[src/rtl/srtc_pkg.sv]
package srtc_pkg;

    localparam int REG_W    = 8;
    localparam int NUM_REGS = 8;
    localparam int FRAME_W  = REG_W * NUM_REGS;

    // Recognition word: the first byte sent sits in the low byte; the word repeats.
    localparam logic [31:0] KEY_WORD = 32'h5CA3_3AC5;

    typedef enum logic [1:0] {
        ST_LOCKED,
        ST_ARMED,
        ST_READ,
        ST_WRITE
    } srtc_state_e;

    // Register 0 occupies the low byte so that transfer bit i equals vector bit i.
    typedef struct packed {
        logic [7:0] year;
        logic [7:0] month;
        logic [7:0] date;
        logic [7:0] dow;
        logic [7:0] hours;
        logic [7:0] minutes;
        logic [7:0] seconds;
        logic [7:0] subsec;
    } time_regs_t;

    localparam time_regs_t TIME_RESET = '{year: 8'h00, month: 8'h01, date: 8'h01,
                                          dow: 8'h01, hours: 8'h00, minutes: 8'h00,
                                          seconds: 8'h00, subsec: 8'h00};

    typedef struct packed {
        logic zero;
        logic one;
        logic data;
        logic rd;
    } bus_dec_t;

    function automatic logic key_bit(input logic [31:0] idx);
        return KEY_WORD[idx[4:0]];
    endfunction

endpackage

[src/rtl/srtc_key_match.sv]
module srtc_key_match #(
    parameter int KEY_BITS = 64
) (
    input  logic                        clk,
    input  logic                        rst,
    input  logic                        bit_stb,
    input  logic                        bit_val,
    input  logic                        restart,
    output logic                        hit,
    output logic [$clog2(KEY_BITS)-1:0] idx
);
    import srtc_pkg::*;

    localparam int IDX_W = $clog2(KEY_BITS);
    localparam logic [IDX_W-1:0] LAST = IDX_W'(KEY_BITS - 1);

    logic match;

    assign match = (bit_val == key_bit(32'(idx)));
    assign hit   = bit_stb && !restart && match && (idx == LAST);

    always_ff @(posedge clk) begin
        if (rst || restart) begin
            idx <= '0;
        end else if (bit_stb) begin
            if (!match || idx == LAST) idx <= '0;
            else                       idx <= idx + 1'b1;
        end
    end
endmodule

[src/rtl/srtc_xfer.sv]
module srtc_xfer #(
    parameter int                                  NUM_REGS  = 8,
    parameter int                                  REG_W     = 8,
    parameter logic [NUM_REGS*REG_W-1:0]           RESET_VAL = '0
) (
    input  logic                      clk,
    input  logic                      rst,
    input  logic                      load,
    input  logic                      shift_out,
    input  logic                      shift_in,
    input  logic                      in_bit,
    output logic                      out_bit,
    output logic                      done,
    output logic                      commit,
    output logic [NUM_REGS*REG_W-1:0] regs
);
    localparam int FRAME_W = NUM_REGS * REG_W;
    localparam int CNT_W   = $clog2(FRAME_W);
    localparam logic [CNT_W-1:0] LAST = CNT_W'(FRAME_W - 1);

    logic [FRAME_W-1:0] sh;
    logic [FRAME_W-1:0] sh_in_next;
    logic [CNT_W-1:0]   cnt;

    assign sh_in_next = {in_bit, sh[FRAME_W-1:1]};
    assign out_bit    = sh[0];
    assign done       = (shift_out || shift_in) && (cnt == LAST);
    assign commit     = shift_in && (cnt == LAST);

    always_ff @(posedge clk) begin
        if (rst) begin
            sh   <= '0;
            cnt  <= '0;
            regs <= RESET_VAL;
        end else if (load) begin
            sh  <= regs;
            cnt <= '0;
        end else if (shift_out) begin
            sh  <= sh >> 1;
            cnt <= cnt + 1'b1;
        end else if (shift_in) begin
            sh  <= sh_in_next;
            cnt <= cnt + 1'b1;
            if (commit) regs <= sh_in_next;
        end
    end
endmodule

[src/rtl/stealth_rtc.sv]
module stealth_rtc #(
    parameter int          ADDR_W   = 3,
    parameter int          KEY_BITS = 64,
    parameter logic [ADDR_W-1:0] ZERO_OFS = 3'd0,
    parameter logic [ADDR_W-1:0] ONE_OFS  = 3'd1,
    parameter logic [ADDR_W-1:0] DATA_OFS = 3'd4
) (
    input  logic              clk,
    input  logic              rst,
    input  logic              bus_stb,
    input  logic [ADDR_W-1:0] bus_addr,
    input  logic              bus_rd,
    output logic              rd_bit
);
    import srtc_pkg::*;

    localparam int IDX_W = $clog2(KEY_BITS);

    bus_dec_t          dec;
    srtc_state_e       state, state_nx;
    logic              key_stb, key_val, restart, hit;
    logic [IDX_W-1:0]  key_idx;
    logic              shift_out, shift_in, out_bit, done, commit;
    logic [FRAME_W-1:0] regs;

    always_comb begin
        dec.zero = bus_stb && (bus_addr == ZERO_OFS);
        dec.one  = bus_stb && (bus_addr == ONE_OFS);
        dec.data = bus_stb && (bus_addr == DATA_OFS);
        dec.rd   = bus_rd;
    end

    assign key_stb   = (state == ST_LOCKED) && (dec.zero || dec.one);
    assign key_val   = dec.one;
    assign restart   = (state == ST_LOCKED) && dec.data;
    assign shift_out = (state == ST_ARMED || state == ST_READ) && dec.data && dec.rd;
    assign shift_in  = (state == ST_ARMED || state == ST_WRITE) && (dec.zero || dec.one);
    assign rd_bit    = shift_out ? out_bit : 1'b0;

    srtc_key_match #(.KEY_BITS(KEY_BITS)) u_match (
        .clk     (clk),
        .rst     (rst),
        .bit_stb (key_stb),
        .bit_val (key_val),
        .restart (restart),
        .hit     (hit),
        .idx     (key_idx)
    );

    srtc_xfer #(
        .NUM_REGS  (NUM_REGS),
        .REG_W     (REG_W),
        .RESET_VAL (TIME_RESET)
    ) u_xfer (
        .clk       (clk),
        .rst       (rst),
        .load      (hit),
        .shift_out (shift_out),
        .shift_in  (shift_in),
        .in_bit    (dec.one),
        .out_bit   (out_bit),
        .done      (done),
        .commit    (commit),
        .regs      (regs)
    );

    always_comb begin
        state_nx = state;
        case (state)
            ST_LOCKED: if (hit)        state_nx = ST_ARMED;
            ST_ARMED: begin
                if (shift_out)         state_nx = ST_READ;
                else if (shift_in)     state_nx = ST_WRITE;
            end
            ST_READ:   if (done)       state_nx = ST_LOCKED;
            ST_WRITE:  if (done)       state_nx = ST_LOCKED;
            default:                   state_nx = ST_LOCKED;
        endcase
    end

    always_ff @(posedge clk) begin
        if (rst) state <= ST_LOCKED;
        else     state <= state_nx;
    end
endmodule

[config.mk]
export PLATFORM = sky130hd
export DESIGN_NAME = stealth_rtc
export DESIGN_NICKNAME = d
export VERILOG_FILES = /design/src/rtl/srtc_pkg.sv /design/src/rtl/srtc_key_match.sv /design/src/rtl/srtc_xfer.sv /design/src/rtl/stealth_rtc.sv
export SDC_FILE = /design/constraint.sdc
export NUM_CORES = 1
export LEC_CHECK = 0
export ABC_AREA = 0
export BUFFER_PORTS_ARGS = -buffer_cell sky130_fd_sc_hd__buf_2
export CAP_MARGIN = 10
export CORE_MARGIN = 5
export CORE_UTILIZATION = 24
export DETAILED_ROUTE_END_ITERATION = 12
export SYNTH_ARGS = -nofsm -noshare
export SYNTH_HDL_FRONTEND = slang
export SYNTH_HIERARCHICAL = 1
export SYNTH_SLANG_ARGS = --single-unit
[constraint.sdc]
create_clock -name clk -period 7.8 [get_ports clk]
set_clock_uncertainty 0.2 [all_clocks]
set_input_delay 0.39 -clock clk [delete_from_list [all_inputs] [get_ports clk]]
set_output_delay 0.39 -clock clk [all_outputs]
set_load 0.1 [all_outputs]
## After elaboration in Yosys (flattened, before gate mapping)

Memory sizes are Yosys's and may differ from the RTL's. A register that Yosys moved wholly into a read port is not among the register bits.
Cells that the tools add are included.

| word-level totals | value |
|---|---|
| bits in registers | 142 |
| bits in read-only memories | 32 |
| input port bits | 7 |
| output and inout bits | 1 |
| logic and storage cells | 66 |
| memories kept | 1 |

| operators by class | value |
|---|---|
| add/sub/neg operators | 2 |
| $lt $le $gt $ge | 1 |
| equal/unequal tests | 11 |
| multiplexer cells | 15 |
| bitwise operators | 2 |
| reduce and logical (&&, ||, !) cells | 29 |

Memories:

| name | depth | width | read ports | clocked after Yosys merged registers in | write ports | line | text |
|---|---|---|---|---|---|---|---|
| (name not given) | 32 | 1 | 1 | 1 | 0 | srtc_pkg.sv:41 | `return KEY_WORD[idx[4:0]];` |

Operators with widths:

| cell | number |
|---|---|
| 2-to-1 mux 64 bit | 3 |
| 2-to-1 mux 6 bit | 3 |
| logical AND 1 bit | 13 |
| adder 6 x 1 -> 6 bit, second input constant | 2 |
| equality test 6 bit, second input constant | 2 |
| 2-to-1 mux 5 bit | 2 |
| 2-to-1 mux 2 bit | 4 |
| logical OR 1 bit | 6 |
| < comparator 5 x 6 -> 1 bit, second input constant | 1 |
| case mux 2 bit (3 select lines) | 1 |
| equality test 2 bit, second input constant | 2 |
| AND reduction 4 bit | 1 |
| OR reduction 2 bit | 2 |
| equality test 3 x 1 -> 1 bit, second input constant | 1 |
| equality test 3 bit, second input constant | 1 |
| zero test 3 bit | 1 |
| inequality test 3 x 2 -> 1 bit, second input constant | 1 |
| AND reduction 3 bit | 1 |
| nonzero test 3 bit | 1 |
| equality test 2 x 1 -> 1 bit, second input constant | 1 |
| zero test 1 bit | 2 |
| zero test 2 bit | 1 |
| 2-to-1 mux 1 bit | 2 |
| inequality test 2 x 1 -> 1 bit, second input constant | 1 |
| other kinds (4) | 5 |

## Logic depth before layout (Yosys ltp)

Gate-level depths: netlist (run 1).

| depth | value |
|---|---|
| depth in word-level cells | 9 |
| gate-level depth with buffers | 12 |
| depth with buffers taken out | 10 |

## By module

Netlist (run 1), hierarchy kept.

Modules (own cells, without submodules):

| module | instances | cells an instance | area each (um2) | seq. area each (um2) |
|---|---|---|---|---|
| srtc_xfer | 1 | 693 | 5910.7 | 2682.6 |
| srtc_key_match | 1 | 52 | 515.5 | 140.1 |
| stealth_rtc | 1 | 28 | 262.8 | 40.0 |

## Worst setup path after synthesis (run 1)

No wires, ideal clock.

| timing path | value |
|---|---|
| kind | input-to-reg |
| start point | in bus_addr[1] |
| end point | reg u_xfer.regs[0] |
| library setup time | 0.070 ns |
| data arrival time | 2.589 ns |
| required time | 7.530 ns |
| path slack | 4.940 ns |
| stages on the path | 11 |
| buffers on the path | 3 |
| cell sequence | nor3b_2 and2_1 buf_6 nand4_1 or2_1 nor3_1 nand4bb_1 buf_2 clkbuf_1 o21ai_0 a21oi_1 |

| on the way | value |
|---|---|
| longest elaborated chain between the ends | 9 |
| elaborated cells between the ends (all ways) | 21 |
| classes of those cells | eq/ne: 3; bitwise: 2; reduce/logical: 16 |

Ends and longest elaborated chain:

| element | line | text |
|---|---|---|
| from (decl) | stealth_rtc.sv:11 | `input logic [ADDR_W-1:0] bus_addr,` |
| equality test 3 x 1 -> 1 bit / zero test 3 bit (equally long branches) | stealth_rtc.sv:28, stealth_rtc.sv:27 |  |
| logical AND 1 bit (on tied branches) | stealth_rtc.sv:28, stealth_rtc.sv:27 |  |
| logical OR 1 bit * | stealth_rtc.sv:33 | `assign key_stb = (state == ST_LOCKED) && (dec.zero \|\| dec.one);` |
| logical AND 1 bit * | stealth_rtc.sv:33 |  |
| via key_stb | stealth_rtc.sv:21 | `logic key_stb, key_val, restart, hit;` |
| logical AND 1 bit * (3 in a row) | srtc_key_match.sv:20 | `assign hit = bit_stb && !restart && match && (idx == LAST);` |
| via hit | stealth_rtc.sv:21 |  |
| inverter 1 bit (no source line) * | -- |  |
| AND reduction 4 bit (no source line) * | -- |  |
| to (signal assigned) | srtc_xfer.sv:44 | `if (commit) regs <= sh_in_next;` |
| to (decl) | srtc_xfer.sv:15 | `output logic [NUM_REGS*REG_W-1:0] regs` |

The timed path passes the listed nets; every way through them passes the cells marked *.
A chain may end at the register's enable or synchronous reset.

## Worst setup path in the final report (run 1)

| timing path | value |
|---|---|
| start point | reg state[0] |
| end point | reg u_xfer.cnt[3] |

| on the way | value |
|---|---|
| elaborated cells between the ends (all ways) | 18 |
| classes of those cells | eq/ne: 3; mux: 1; reduce/logical: 14 |

RTL lines:

| element | line | text |
|---|---|---|
| from (decl) | stealth_rtc.sv:20 | `srtc_state_e state, state_nx;` |
| from (signal assigned) | stealth_rtc.sv:83 | `else state <= state_nx;` |
| zero test 2 bit | stealth_rtc.sv:33 |  |
| logical AND 1 bit | stealth_rtc.sv:33 |  |
| via key_stb | stealth_rtc.sv:21 |  |
| logical AND 1 bit (3 in a row) | srtc_key_match.sv:20 |  |
| via hit | stealth_rtc.sv:21 |  |
| OR reduction 2 bit (no source line) | -- |  |
| to (signal assigned) | srtc_xfer.sv:40 | `cnt <= cnt + 1'b1;` |
| to (signal assigned) | srtc_xfer.sv:43 | `cnt <= cnt + 1'b1;` |
| to (decl) | srtc_xfer.sv:23 | `logic [CNT_W-1:0] cnt;` |

The timed path passes the listed nets, and every way through them passes these cells.

==> impl_results.md, run 1 <==
- Status: finished clean
- Antenna-violating nets left: 0
- First-pass GRT wire length: 26.0 mm
- Clock sink count: 143
- Area Overhead vs Synth: 11.2%
- Hold Path Depth: 4
- H-tree depth: 4
- Global placer's final weighted congestion: 0.730
- Met1 Track Usage GR: 12.6%
- Crit path time final: 3.78 ns
- WL final: 15.1 mm
- Die area: 31,300 um^2
- CTS tree: yes
- Cell Area, Synth: 6680 um^2
- HP Class: input pin to register
- Via density: 4.89
- Drt pass-1 iters: 5
- Nets@finish: 739
- FF-to-FF Start: state[0]
- All-layer global routing usage: 9.82%
- # setup viols final: 0
- Leak Pwr: 2.42 nW
- Residual DRC: 0
- Setup_tns: 0 ns
- Most common cell after layout, fill and taps aside: dfxtp_1
- Crit end category: register
- CP Launch Type: register
- Root buffer cell: clkbuf_16
- RSZ-0062 raised after global routing: no
- Max-slew headroom: 27.9%
- Synthesized Nets: 784
- Cell Pwr Density: 207 nW/um^2
- Layout Cells excl Fill: 1,116
- Max VDD drop: 0.000150 V
- Number of core rows: 61
- Die Width: 177 um
- Commonest non-fill, non-tap cells in the layout: dfxtp_1, a21oi_1, o21ai_0, nor3_1
- GR Util met2: 16.0%
- Worst r2r dst: u_xfer/cnt[3]
- Fraction of layout cells with a size suffix above 1: 9.49%
- Fillcell total: 3,003
- Max-cap viol count: 0
- Worst EP required: 7.90 ns
- Top Usage Layer GRT: met2
- Starting DRT DRC Count: 370
- Final core occ: 26.9%
- Worst reg2reg setup slack: 4.02 ns
- Final Max Tran Viols: 0
- Wire length per cell: 13.6 um
- Crit share post-route: 48.5%
- Synth warnings: 6
- Core area: 27,600 um^2
- Register-to-Register Path Depth: 10
- Worst-path maximum fanout: 117
- Port Buffers: 7
- Vias: 5,452
- Largest net degree at the start of global routing: 118
- Synth Instances: 771
- Total global routing overflow: 0
- Detailed Place HPWL: 7.12 mm
- Num CTS Buffers: 17
- Setup repair bufs after CTS: 0
- CTS Buffer Depth: 2
- Vias in the first global route: 5,206
- N_diodes: 0
- Initial Utilization: 24.2%
- CTS Hold Bufs: 0
- Mean area per synthesized cell: 8.66 um^2
- Fmax: 0.265 GHz
- Insertion delay to the later sink of the worst-skew pair: 0.42 ns
- CTS-repair resized insts: 0
- Hold Path End: state[1]
- Antenna violations before repair: 0
- Slew @ Worst Pin: 1.08 ns
- Placed Cells: 1,085
- Hold_sp: bus_addr[1]
- Crit path DAT: 3.88 ns
- Crit Path Class: register to register
- Hold Violations, Final: 0
- I/O pin cnt: 8
- Chip height: 177 um
- Clk slew on worst S/H paths: 0.06 ns
- M3 GR Usage: 1.97%
## critical path: stages, from the launching register on
cell and delay, ns:
dfxtp_1 0.34, inv_1 0.13, ha_1 0.21, and2_1 0.59
nand4_1 0.24, or2_1 0.36, nor3_2 0.12, buf_4 0.22
buf_4 0.85, or2_2 0.33, nor2_1 0.07
## per-stage QoR
stage	hold slack (ns)	worst slack (ns)	instance area (um^2)	power (mW)
global placement	0.244	3.85	6890	0.799
detailed placement	0.243	3.83	6890	0.799
floorplan	0.228	4.94	6680	0.789
CTS	0.160	4.01	7430	1.56
finish	0.174	4.02	7430	1.54
global route	0.179	3.70	7430	1.60
## per-layer routing
| layer | wire length (um) | vias up |
|---|---|---|
| met2 | 6990 | 78 |
| li1 | - | 2710 |
| met5 | 0 | - |
| met4 | 224 | 0 |
| met3 | 383 | 12 |
| met1 | 7530 | 2652 |
## power by group
part	switching, mW	internal [mW]	total, mW
sequential	0.00270	0.733	0.735
combinational	0.0349	0.0123	0.0472
clock	0.296	0.460	0.756
## worst max-delay path by stage
stage,startpoint,slack (ns),end
after floorplan,bus_addr[1],4.94,u_xfer/regs[0]
final,state[0],4.02,u_xfer/cnt[3]
after detailed placement,bus_addr[1],3.83,u_xfer/cnt[2]
after global routing,state[1],3.70,u_xfer/sh[45]
after CTS,state[0],4.01,u_xfer/cnt[3]
after global placement,bus_addr[1],3.85,u_xfer/cnt[4]
## cell type report
type                    count  area, um^2  area share (%)
clock buffers              25         485            6.53
flip-flops and latches    143        2860            38.5
well taps                 378         473            6.37
inverters                   5        18.8           0.253
repair buffers             17         113            1.52
multi-input cells         542        3420            46.0
clock inverters             6        58.8           0.792
## state kept, by name, summed over array words and instances, names as in the netlist, named ones only
register	count
u_xfer/sh	64
u_xfer/cnt	6
u_xfer/regs	64
state	2
u_match/idx	6
(Power assumes the default switching activity.)
==> run 2: changes to the inputs <==
ABC_AREA = 1   (was 0)
clock period = 3.4 ns   (was 7.8 ns; I/O delays follow)
==> run 2 against run 1 <==
Effect of this change:
- total power up 150%
- worst setup slack worse by 3.4 ns
- global-route usage down 0.25 points
- first-iteration DRC count up 3.8%
- largest power group unchanged
- highest routed layer unchanged
==> impl_results.md, run 2 <==
- Crit end category: register
- Port Buffers: 7 (unchanged)
- Ranking of synthesized cells by area: dfxtp_1, nand2_1, nor2_1
- Starting DRT DRC Count: 384 (+3.8%)
- Worst-path maximum fanout: 39 (-67%)
- Synth warnings: 6 (unchanged)
- All-layer global routing usage: 9.56% (-0.25 points)
- Setup repair bufs after CTS: 0 (unchanged)
- Max-slew headroom: 39.7% (+12 points)
- Vias in the first global route: 5,798 (+11%)
- Antenna-violating nets left: 0 (unchanged)
- Fmax: 0.358 GHz (+36%)
- Num CTS Buffers: 17 (unchanged)
- Commonest register cell after synthesis: dfxtp_1
- Die area: 31,700 um^2 (+1.4%)
- Clk slew on worst S/H paths: 0.06 ns (about the same)
- H-tree depth: 4 (unchanged)
- Crit Path Class: register to register
- Most common cell after layout, fill and taps aside: nand2_1
- Die Width: 178 um (+0.70%)
- Crit path DAT: 2.90 ns (-0.98 ns)
- HP Class: input pin to register
- Via density: 4.38 (-10%)
- Worst EP required: 3.51 ns (-4.39 ns)
- Largest regs: u_xfer/regs x64, u_xfer/sh x64
- Max VDD drop: 0.000318 V (+110%)
- Global placer's final weighted congestion: 0.734 (+0.53%)
- Nets@finish: 994 (+35%)
- Total global routing overflow: 0 (unchanged)
- Synth Register Bits: 143
- Area Overhead vs Synth: 15.2%
- Synth Instances: 1,012 (+31%)
- Initial Utilization: 24.3% (+0.16 points)
- CP Launch Type: register
- Count of flip-flops with a built-in enable after synthesis: 0
- Max-cap viol count: 0 (unchanged)
- Leading area contributor after synthesis: dfxtp_1
- Insertion delay to the later sink of the worst-skew pair: 0.42 ns (about the same)
- Final setup margin: 0.610 ns (-3.41 ns)
- Mean area per synthesized cell: 6.70 um^2 (-23%)
- CTS tree: yes
- Wire length per cell: 10.5 um (-22%)
- Number of core rows: 61 (unchanged)
- Synth top area share: 42.2%
- Slew @ Worst Pin: 0.902 ns (-0.179 ns)
- Final Max Tran Viols: 0 (unchanged)
- Place WS: 0.593 ns (-3.23 ns)
- Vias: 6,002 (+10%)
- First-pass GRT wire length: 25.8 mm (-0.72%)
- Post-synth ARST share: 0%
- Residual DRC: 0 (unchanged)
- RSZ-0062 raised after global routing: no
- WL final: 14.4 mm (-4.8%)
- Worst reg2reg setup slack: 0.61 ns (-3.41 ns)
- Leak Pwr: 2.87 nW (+19%)
- Clock sink count: 143 (unchanged)
- Fraction of layout cells with a size suffix above 1: 8.66% (-0.82 points)
- Core area: 27,900 um^2 (+0.83%)
- Fillcell total: 3,085 (+2.7%)
- Crit share post-route: 82.0% (+34 points)
- Post-synth top cells: nand2_1, nor2_1, dfxtp_1
- Crit path time final: 2.79 ns (-0.991 ns)
- Root buffer cell: clkbuf_16
- Number of library cell types mapped by synthesis: 29
- Detailed Place HPWL: 7.86 mm (+10%)
- Hold Violations, Final: 0 (unchanged)
- Cell Pwr Density: 489 nW/um^2 (+140%)
- Status: finished clean
- Setup_tns: 0 ns (unchanged)
- Antenna violations before repair: 0 (unchanged)
- Largest net degree at the start of global routing: 131 (+11%)
- I/O pin cnt: 8 (unchanged)
- # setup viols final: 0 (unchanged)
- CTS-repair resized insts: 0 (unchanged)
- Count leader, synth: nand2_1
- CTS Hold Bufs: 0 (unchanged)
- Seq/Total Area, Yosys: 42.2%
- Final core occ: 28.0% (+1.2 points)
- Cell Area, Synth: 6780 um^2 (+1.5%)
- N_diodes: 0 (unchanged)
- Synthesized Nets: 1,025 (+31%)
- Drt pass-1 iters: 4 (-1)
- Chip height: 178 um (+0.70%)
- Commonest non-fill, non-tap cells in the layout: nand2_1, nor2_1, dfxtp_1, inv_1, nand3_1
- CTS Buffer Depth: 2 (unchanged)
-- run 2: cell count changes in the layout (fill, tap and decap cells not counted), moves of 63 or more --
cell / delta
a211oi_1: -63
inv_1: +90
nand2_1: +286
nor2_1: +136
nor2b_1: -63
o21a_1: -63
-- run 2: worst max-delay path, stage by stage (launching register included) --
cell	delay (ns)
dfxtp_1	0.36
inv_1	0.09
ha_1	0.21
inv_1	0.07
nor2_1	0.06
nand3_2	0.07
inv_2	0.05
nand2_4	0.13
a211oi_4	0.07
nor2_4	0.72
buf_4	0.40
nand3_1	0.11
nand2_1	0.08
nor2_1	0.05
-- run 2: path summary, 6_finish.rpt --
path	from	end	cells past startpoint
max	state[0]	u_xfer/regs[7]	13
min	bus_addr[2]	state[0]	6
max reg2reg	state[0]	u_xfer/regs[7]	13
min reg2reg	u_xfer/cnt[5]	u_xfer/cnt[5]	2
-- run 2: per-stage QoR --
stage	instances	instance area, um^2	power [mW]	hold WS, ns
CTS	1371	7810	3.87	0.0152
detailed placement	1340	7160	1.80	0.251
floorplan	1012	6780	1.78	0.124
global placement	1340	7160	1.80	0.245
global route	1371	7810	3.94	0.0795
finish	1371	7810	3.82	0.0362
-- run 2: kinds of logic (layout without fill, tap and decap cells) --
kind of cell | after synthesis | after routing | share of synthesized area (%)
DFF | 143 | 143 | 42.2
and+or+nand+nor | 556 | 556 | 34.9
xor gates and xnor gates | 1 | 1 | 0.129
buffers and inverters | 168 | 149 | 10.2
adders and majority gates | 6 | 6 | 1.11
AOI/OAI and AO/OA | 138 | 138 | 11.5
-- run 2: routing by layer --
layer  GRT usage, %  up-vias  wire, um
met2           16.6       59      6720
met4           3.93        0       265
met3           1.87       19       313
li1               -     3150         -
met1           11.6     2774      7110
met5              0        -         0
-- run 2: area by class of cell --
type	count	area (um^2)	area share, %
well taps	378	473	6.05
inverters	98	368	4.71
clock inverters	9	181	2.32
clock buffers	22	474	6.07
multi-input cells	701	3260	41.7
repair buffers	20	195	2.50
flip-flops and latches	143	2860	36.6
-- run 2: where the power goes --
part | total, mW | internal [mW] | switching, mW
Clock | 2.06 | 1.36 | 0.705
Sequential | 1.68 | 1.68 | 0.00101
Combinational | 0.0816 | 0.0235 | 0.0581
